==> config.mk <==
export PLATFORM = sky130hd
export DESIGN_NAME = frame_bank_ctrl
export DESIGN_NICKNAME = d
export VERILOG_FILES = /design/src/rtl/frame_bank_pkg.sv /design/src/rtl/frame_shape_decode.sv /design/src/rtl/bank_regfile.sv /design/src/rtl/bank_switch_ctrl.sv /design/src/rtl/frame_bank_ctrl.sv
export SDC_FILE = /design/constraint.sdc
export NUM_CORES = 1
export LEC_CHECK = 0
export BUFFER_PORTS_ARGS = -buffer_cell sky130_fd_sc_hd__buf_2
export CORE_MARGIN = 5
export CORE_UTILIZATION = 35
export DETAILED_ROUTE_END_ITERATION = 12
export GPL_ROUTABILITY_DRIVEN = 0
export SYNTH_ARGS = -nofsm -noshare
export SYNTH_HDL_FRONTEND = slang
export SYNTH_SLANG_ARGS = --single-unit
==> constraint.sdc <==
create_clock -name clk -period 2 [get_ports clk]
set_input_delay 0.4 -clock clk [delete_from_list [all_inputs] [get_ports clk]]
set_output_delay 0.4 -clock clk [all_outputs]
set_load 0.02 [all_outputs]
==> src/rtl/frame_bank_pkg.sv <==
// Shared widths and the decoded frame shape record.
// Assumes: rows fit in 9 bits (max 256), columns in 5 bits (max 16).
package frame_bank_pkg;
    localparam int FB_ROW_W  = 9;
    localparam int FB_COL_W  = 5;
    localparam int FB_BYTE_W = 8;

    typedef struct packed {
        logic [FB_ROW_W-1:0] rows;
        logic [FB_COL_W-1:0] cols;
        logic                bad;
    } frame_shape_t;
endpackage

==> src/rtl/frame_shape_decode.sv <==
// Decodes a frame control byte into rows and columns.
// Assumes: columns in bits [2:0], row index in bits [7:3]; an invalid
// row index maps to the smallest row count with the bad flag raised.
module frame_shape_decode
    import frame_bank_pkg::*;
(
    input  logic [FB_BYTE_W-1:0] code,
    output frame_shape_t         shape
);
    logic [4:0] row_idx;
    logic [2:0] col_idx;

    assign row_idx = code[7:3];
    assign col_idx = code[2:0];

    // Non-linear row lookup with reserved holes.
    always_comb begin
        shape.bad  = 1'b0;
        shape.cols = FB_COL_W'({col_idx, 1'b0}) + FB_COL_W'(2);
        case (row_idx)
            5'd0:    shape.rows = 9'd48;
            5'd1:    shape.rows = 9'd50;
            5'd2:    shape.rows = 9'd60;
            5'd3:    shape.rows = 9'd64;
            5'd4:    shape.rows = 9'd75;
            5'd5:    shape.rows = 9'd80;
            5'd6:    shape.rows = 9'd125;
            5'd7:    shape.rows = 9'd147;
            5'd8:    shape.rows = 9'd96;
            5'd9:    shape.rows = 9'd100;
            5'd10:   shape.rows = 9'd120;
            5'd11:   shape.rows = 9'd128;
            5'd12:   shape.rows = 9'd150;
            5'd13:   shape.rows = 9'd160;
            5'd14:   shape.rows = 9'd250;
            5'd16:   shape.rows = 9'd192;
            5'd17:   shape.rows = 9'd200;
            5'd18:   shape.rows = 9'd240;
            5'd19:   shape.rows = 9'd256;
            5'd20:   shape.rows = 9'd72;
            5'd21:   shape.rows = 9'd144;
            5'd22:   shape.rows = 9'd90;
            5'd23:   shape.rows = 9'd180;
            default: begin
                shape.rows = 9'd48;
                shape.bad  = 1'b1;
            end
        endcase
    end
endmodule

==> src/rtl/bank_regfile.sv <==
// Two frame control registers, one per bank, each at its own address.
// Assumes: any write strobe to a matching address updates that bank.
module bank_regfile
    import frame_bank_pkg::*;
#(
    parameter int ADDR_W     = 8,
    parameter logic [ADDR_W-1:0] BANK0_ADDR = 8'h60,
    parameter logic [ADDR_W-1:0] BANK1_ADDR = 8'h70
) (
    input  logic                          clk,
    input  logic                          rst_n,
    input  logic                          reg_wr,
    input  logic [ADDR_W-1:0]             reg_addr,
    input  logic [FB_BYTE_W-1:0]          reg_data,
    output logic [1:0]                    hit,
    output logic [1:0][FB_BYTE_W-1:0]     bank_q
);
    localparam int NUM_BANKS = 2;

    for (genvar g = 0; g < NUM_BANKS; g++) begin : g_bank
        localparam logic [ADDR_W-1:0] MY_ADDR = (g == 0) ? BANK0_ADDR : BANK1_ADDR;

        assign hit[g] = reg_wr && (reg_addr == MY_ADDR);

        // Store the byte written to this bank; clear on reset.
        always_ff @(posedge clk) begin
            if (!rst_n)      bank_q[g] <= '0;
            else if (hit[g]) bank_q[g] <= reg_data;
        end
    end
endmodule

==> src/rtl/bank_switch_ctrl.sv <==
// Tracks the live bank and the armed swap.
// Assumes: only a broadcast write to the idle bank arms; a swap applies
// on a sync pulse while armed, and a write in that cycle never re-arms.
module bank_switch_ctrl (
    input  logic       clk,
    input  logic       rst_n,
    input  logic [1:0] hit,
    input  logic       bus_bcast,
    input  logic       sync_pulse,
    output logic       live_bank,
    output logic       swap_pending,
    output logic       apply_swap
);
    logic arm;

    assign arm        = bus_bcast && hit[~live_bank];
    assign apply_swap = sync_pulse && swap_pending;

    // Toggle the live bank when a swap is applied.
    always_ff @(posedge clk) begin
        if (!rst_n)          live_bank <= 1'b0;
        else if (apply_swap) live_bank <= ~live_bank;
    end

    // Arm on a qualifying write, disarm when the swap applies.
    always_ff @(posedge clk) begin
        if (!rst_n)          swap_pending <= 1'b0;
        else if (apply_swap) swap_pending <= 1'b0;
        else if (arm)        swap_pending <= 1'b1;
    end

    assert_pending_drops_R5: assert property (@(posedge clk) disable iff (!rst_n)
        (sync_pulse && swap_pending) |=> !swap_pending);

    assert_bank_hold_R9: assert property (@(posedge clk) disable iff (!rst_n)
        !(sync_pulse && swap_pending) |=> $stable(live_bank));

    assert_no_arm_live_R6: assert property (@(posedge clk) disable iff (!rst_n)
        (!swap_pending && !(bus_bcast && hit[~live_bank])) |=> !swap_pending);
endmodule

==> src/rtl/frame_bank_ctrl.sv <==
// Top: dual-bank frame shape control. Registers the decoded shape of the
// staged bank when a pending swap is applied at a sync point.
// Assumes: reset is synchronous and active low; outputs are registered.
module frame_bank_ctrl
    import frame_bank_pkg::*;
#(
    parameter int ADDR_W = 8,
    parameter logic [ADDR_W-1:0] BANK0_ADDR = 8'h60,
    parameter logic [ADDR_W-1:0] BANK1_ADDR = 8'h70
) (
    input  logic                 clk,
    input  logic                 rst_n,
    input  logic                 reg_wr,
    input  logic [ADDR_W-1:0]    reg_addr,
    input  logic [7:0]           reg_data,
    input  logic                 bus_bcast,
    input  logic                 sync_pulse,
    output logic                 live_bank,
    output logic [8:0]           frame_rows,
    output logic [4:0]           frame_cols,
    output logic                 swap_pending,
    output logic                 shape_bad
);
    logic [1:0]                hit;
    logic [1:0][FB_BYTE_W-1:0] bank_q;
    logic                      apply_swap;
    frame_shape_t              staged_shape;

    bank_regfile #(
        .ADDR_W    (ADDR_W),
        .BANK0_ADDR(BANK0_ADDR),
        .BANK1_ADDR(BANK1_ADDR)
    ) u_regs (
        .clk     (clk),
        .rst_n   (rst_n),
        .reg_wr  (reg_wr),
        .reg_addr(reg_addr),
        .reg_data(reg_data),
        .hit     (hit),
        .bank_q  (bank_q)
    );

    bank_switch_ctrl u_switch (
        .clk         (clk),
        .rst_n       (rst_n),
        .hit         (hit),
        .bus_bcast   (bus_bcast),
        .sync_pulse  (sync_pulse),
        .live_bank   (live_bank),
        .swap_pending(swap_pending),
        .apply_swap  (apply_swap)
    );

    frame_shape_decode u_decode (
        .code (bank_q[~live_bank]),
        .shape(staged_shape)
    );

    // Latch the staged bank's shape when the swap takes effect.
    always_ff @(posedge clk) begin
        if (!rst_n) begin
            frame_rows <= 9'd48;
            frame_cols <= 5'd2;
            shape_bad  <= 1'b0;
        end else if (apply_swap) begin
            frame_rows <= staged_shape.rows;
            frame_cols <= staged_shape.cols;
            shape_bad  <= staged_shape.bad;
        end
    end

    assert_fallback_R4: assert property (@(posedge clk) disable iff (!rst_n)
        shape_bad |-> (frame_rows == 9'd48));

    assert_cols_even_R2: assert property (@(posedge clk) disable iff (!rst_n)
        (frame_cols[0] == 1'b0) && (frame_cols >= 5'd2) && (frame_cols <= 5'd16));

    assert_shape_hold_R10: assert property (@(posedge clk) disable iff (!rst_n)
        !(sync_pulse && swap_pending) |=>
            ($stable(frame_rows) && $stable(frame_cols) && $stable(shape_bad)));

    assert_rows_nonzero_R3: assert property (@(posedge clk) disable iff (!rst_n)
        frame_rows != 9'd0);
endmodule

==> flow_summary.json <==
{
  "status": "finished clean",
  "routed_via_density": 5.258,
  "period_needed_ns": 1.722,
  "routedWlPerCell_um": 14.16,
  "finalHoldViolCount": 0,
  "die_area_um2": 6197,
  "start_util_pct": 35.46,
  "cp_max_fo": 16,
  "hold_path.class": "input pin to flip-flop",
  "clock_path_buffers": 2,
  "ys_warn_count": 0,
  "die_w_um": 78.72,
  "ioPinCount": 38,
  "reg2reg_slack_ns": 0.28,
  "ys_ff_latch": 32,
  "clkLatencyLatePin_ns": 0.29,
  "postPlaceCellArea_um2": 1871,
  "syn_area_per_cell_um2": 9.554,
  "gr-total-overflow": 0,
  "setup_viol": 0,
  "fin_skew_ns": 0.004698,
  "setup_tns_ns": 0,
  "total_power_mw": 1.287,
  "postSynthCellCount": 173,
  "first_global_vias": 1344,
  "rsz0062_at_grt": "no",
  "async_flop_share_pct": 0,
  "groute.usage.overall_pct": 13.27,
  "synth_common_cells": "32 x dfxtp_1, 17 x mux2i_1, 17 x nor2b_1",
  "initialDrtViolationCount": 152,
  "powerDensity_nw_per_um2": 650.7,
  "place.detailed.hpwl_um": 2759,
  "numCtsBuffers": 5,
  "drtAntennaViolNets": 0,
  "final_nets": 234,
  "required_ns": 2.18,
  "dp.cells": 259,
  "p_leak_nw": 0.8394,
  "worstRegToRegCells": 5,
  "postCtsHoldBufs": 0,
  "crit_start": "u_switch.live_bank",
  "hold_ws_ns": 0.3655,
  "synth_area_um2": 1653,
  "finalWirelength_um": 3782,
  "htreeDepth": 2,
  "pre_cts_ws_ns": 0.2919,
  "dr.pass1.iters": 4,
  "vias": 1404,
  "crit_path_end_kind": "flip-flop",
  "crit_path_end": "frame_rows[1]",
  "synth_top_area_share_pct": 38.76,
  "finalCritPeriodShare_pct": 86.12,
  "synth_edf_count": 0,
  "max-slew-margin-rel_pct": 66.00,
  "cts.repair.resized": 0,
  "synth_area_leaders": "dfxtp_1 39%, mux2i_1 10%, nor2b_1 6.4%",
  "layout-drive-gt1-share_pct": 29.58,
  "post-route-util_pct": 42.44,
  "critPathLaunchType": "flip-flop",
  "tightest_slew_ns": 0.4993,
  "syn_nets": 195,
  "core_area_um2": 4661,
  "yosysMostFrequentCell": "dfxtp_1",
  "drv_cap": 0,
  "reg2reg_from": "u_switch.live_bank",
  "drc": 0,
  "io_buffer_count": 36,
  "rows": 25,
  "crit_arrival_ns": 1.90,
  "path_clk_slew_ns": 0.06,
  "cts_tree": "built",
  "yosysUniqueCellTypes": 38,
  "root_buffer": "clkbuf_8",
  "fin_area_um2": 1978,
  "crit_type": "flip-flop to flip-flop",
  "slew_viol_final": 0,
  "vdd_drop_max_uv": 400.2,
  "post_cts_buffers": 0,
  "syn_to_final_growth_pct": 19.68,
  "grt_max_degree": 17,
  "antenna_found_initial": 0,
  "fin_cells": 267,
  "rr_endpoint": "frame_rows[1]",
  "ys_seq_area_share_pct": 38.76,
  "antennaDiodeCount": 0,
  "max_freq_mhz": 580.6,
  "grt_first_pass_wirelength_um": 6472,
  "yosys_most_used_dff": "dfxtp_1",
  "setup_ws_ns": 0.2776,
  "cts_num_sinks": 32,
  "yosys.area.top_type": "dfxtp_1",
  "die_height_um": 78.72
}
critical path, stage by stage, from the launching register on:
cell and delay [ns]:
dfxtp_1 0.33, buf_4 0.22, mux2i_4 0.52, nor2_1 0.14
a32o_1 0.27, a21o_1 0.15
cell usage in the layout (no fill, tap or decap), drive strengths merged:
cell type   n
a21o        1
mux2        8
a21oi       5
a221oi      2
and3b       1
dfxtp      32
mux2i      21
nor2       11
a22o        2
conb        1
a311oi      1
clkinv      1
clkbuf      6
xnor2       2
bufinv      1
o22ai       2
and3        2
a221o       1
nor3        3
nand3       5
nor2b      17
o21ai      10
nor4        1
a32oi       1
and2        3
a31oi       4
ha          1
a22oi       1
xor2        2
nand2      15
nand4       3
a32o        4
buf        43
sequential cells by signal, summed over array words and instances, names as in the netlist:
signal / cells
u_regs.bank_q: 16
frame_rows: 9
frame_cols: 4
shape_bad: 1
u_switch.live_bank: 1
u_switch.swap_pending: 1
worst min path at each step:
stage	from	end	slack [ns]	depth (start not counted)
floorplan	u_regs.bank_q[0]	u_regs.bank_q[0]	0.48	2
global placement	shape_bad	shape_bad	0.45	1
detailed placement	frame_rows[7]	frame_rows[7]	0.45	2
CTS	bus_bcast	u_switch.swap_pending	0.36	3
global route	reg_data[7]	u_regs.bank_q[15]	0.40	3
finish	bus_bcast	u_switch.swap_pending	0.37	3
logic make-up (layout without fill, tap and decap cells):
| family | after synthesis | in the layout | synth area share [%] |
|---|---|---|---|
| adders and majority gates | 1 | 1 | 0.7569 |
| DFF | 32 | 32 | 38.76 |
| muxes | 29 | 29 | 20.14 |
| buffers and inverters | 11 | 51 | 4.996 |
| AOI/OAI and AO/OA | 34 | 34 | 14.31 |
| xor gates and xnor gates | 4 | 4 | 2.120 |
| other | 1 | 1 | 0.2269 |
| and+or+nand+nor | 61 | 61 | 18.70 |
cell type report:
type                       instances  area [um^2]
timing repair buffer              43        232.7
sequential                        32        640.6
tap                               54        67.56
clock buffer                       6        72.57
fill                             457         2683
clock inverter                     2        35.03
multi-input combinational        130        929.6
per-layer routing:
layer  vias to the layer above  track usage (%)  routed length, um  share of wire [%]
li1                        711                -                  -                  -
met1                       634            18.23               1817                 48
met2                        50            18.42               1573                 42
met3                         9            5.215                318                8.4
met4                         0            5.245                 72                1.9
met5                         -                0                  0                  0
report_power, final:
group	leakage (nW)	total, mW	switching (mW)	internal [mW]
Clock	0.0552	0.603	0.234	0.369
Sequential	0.258	0.638	0.000361	0.638
Combinational	0.527	0.0459	0.0226	0.0234
Total	0.839	1.29	0.257	1.03
No activity file was read; power rests on OpenSTA's default activity.
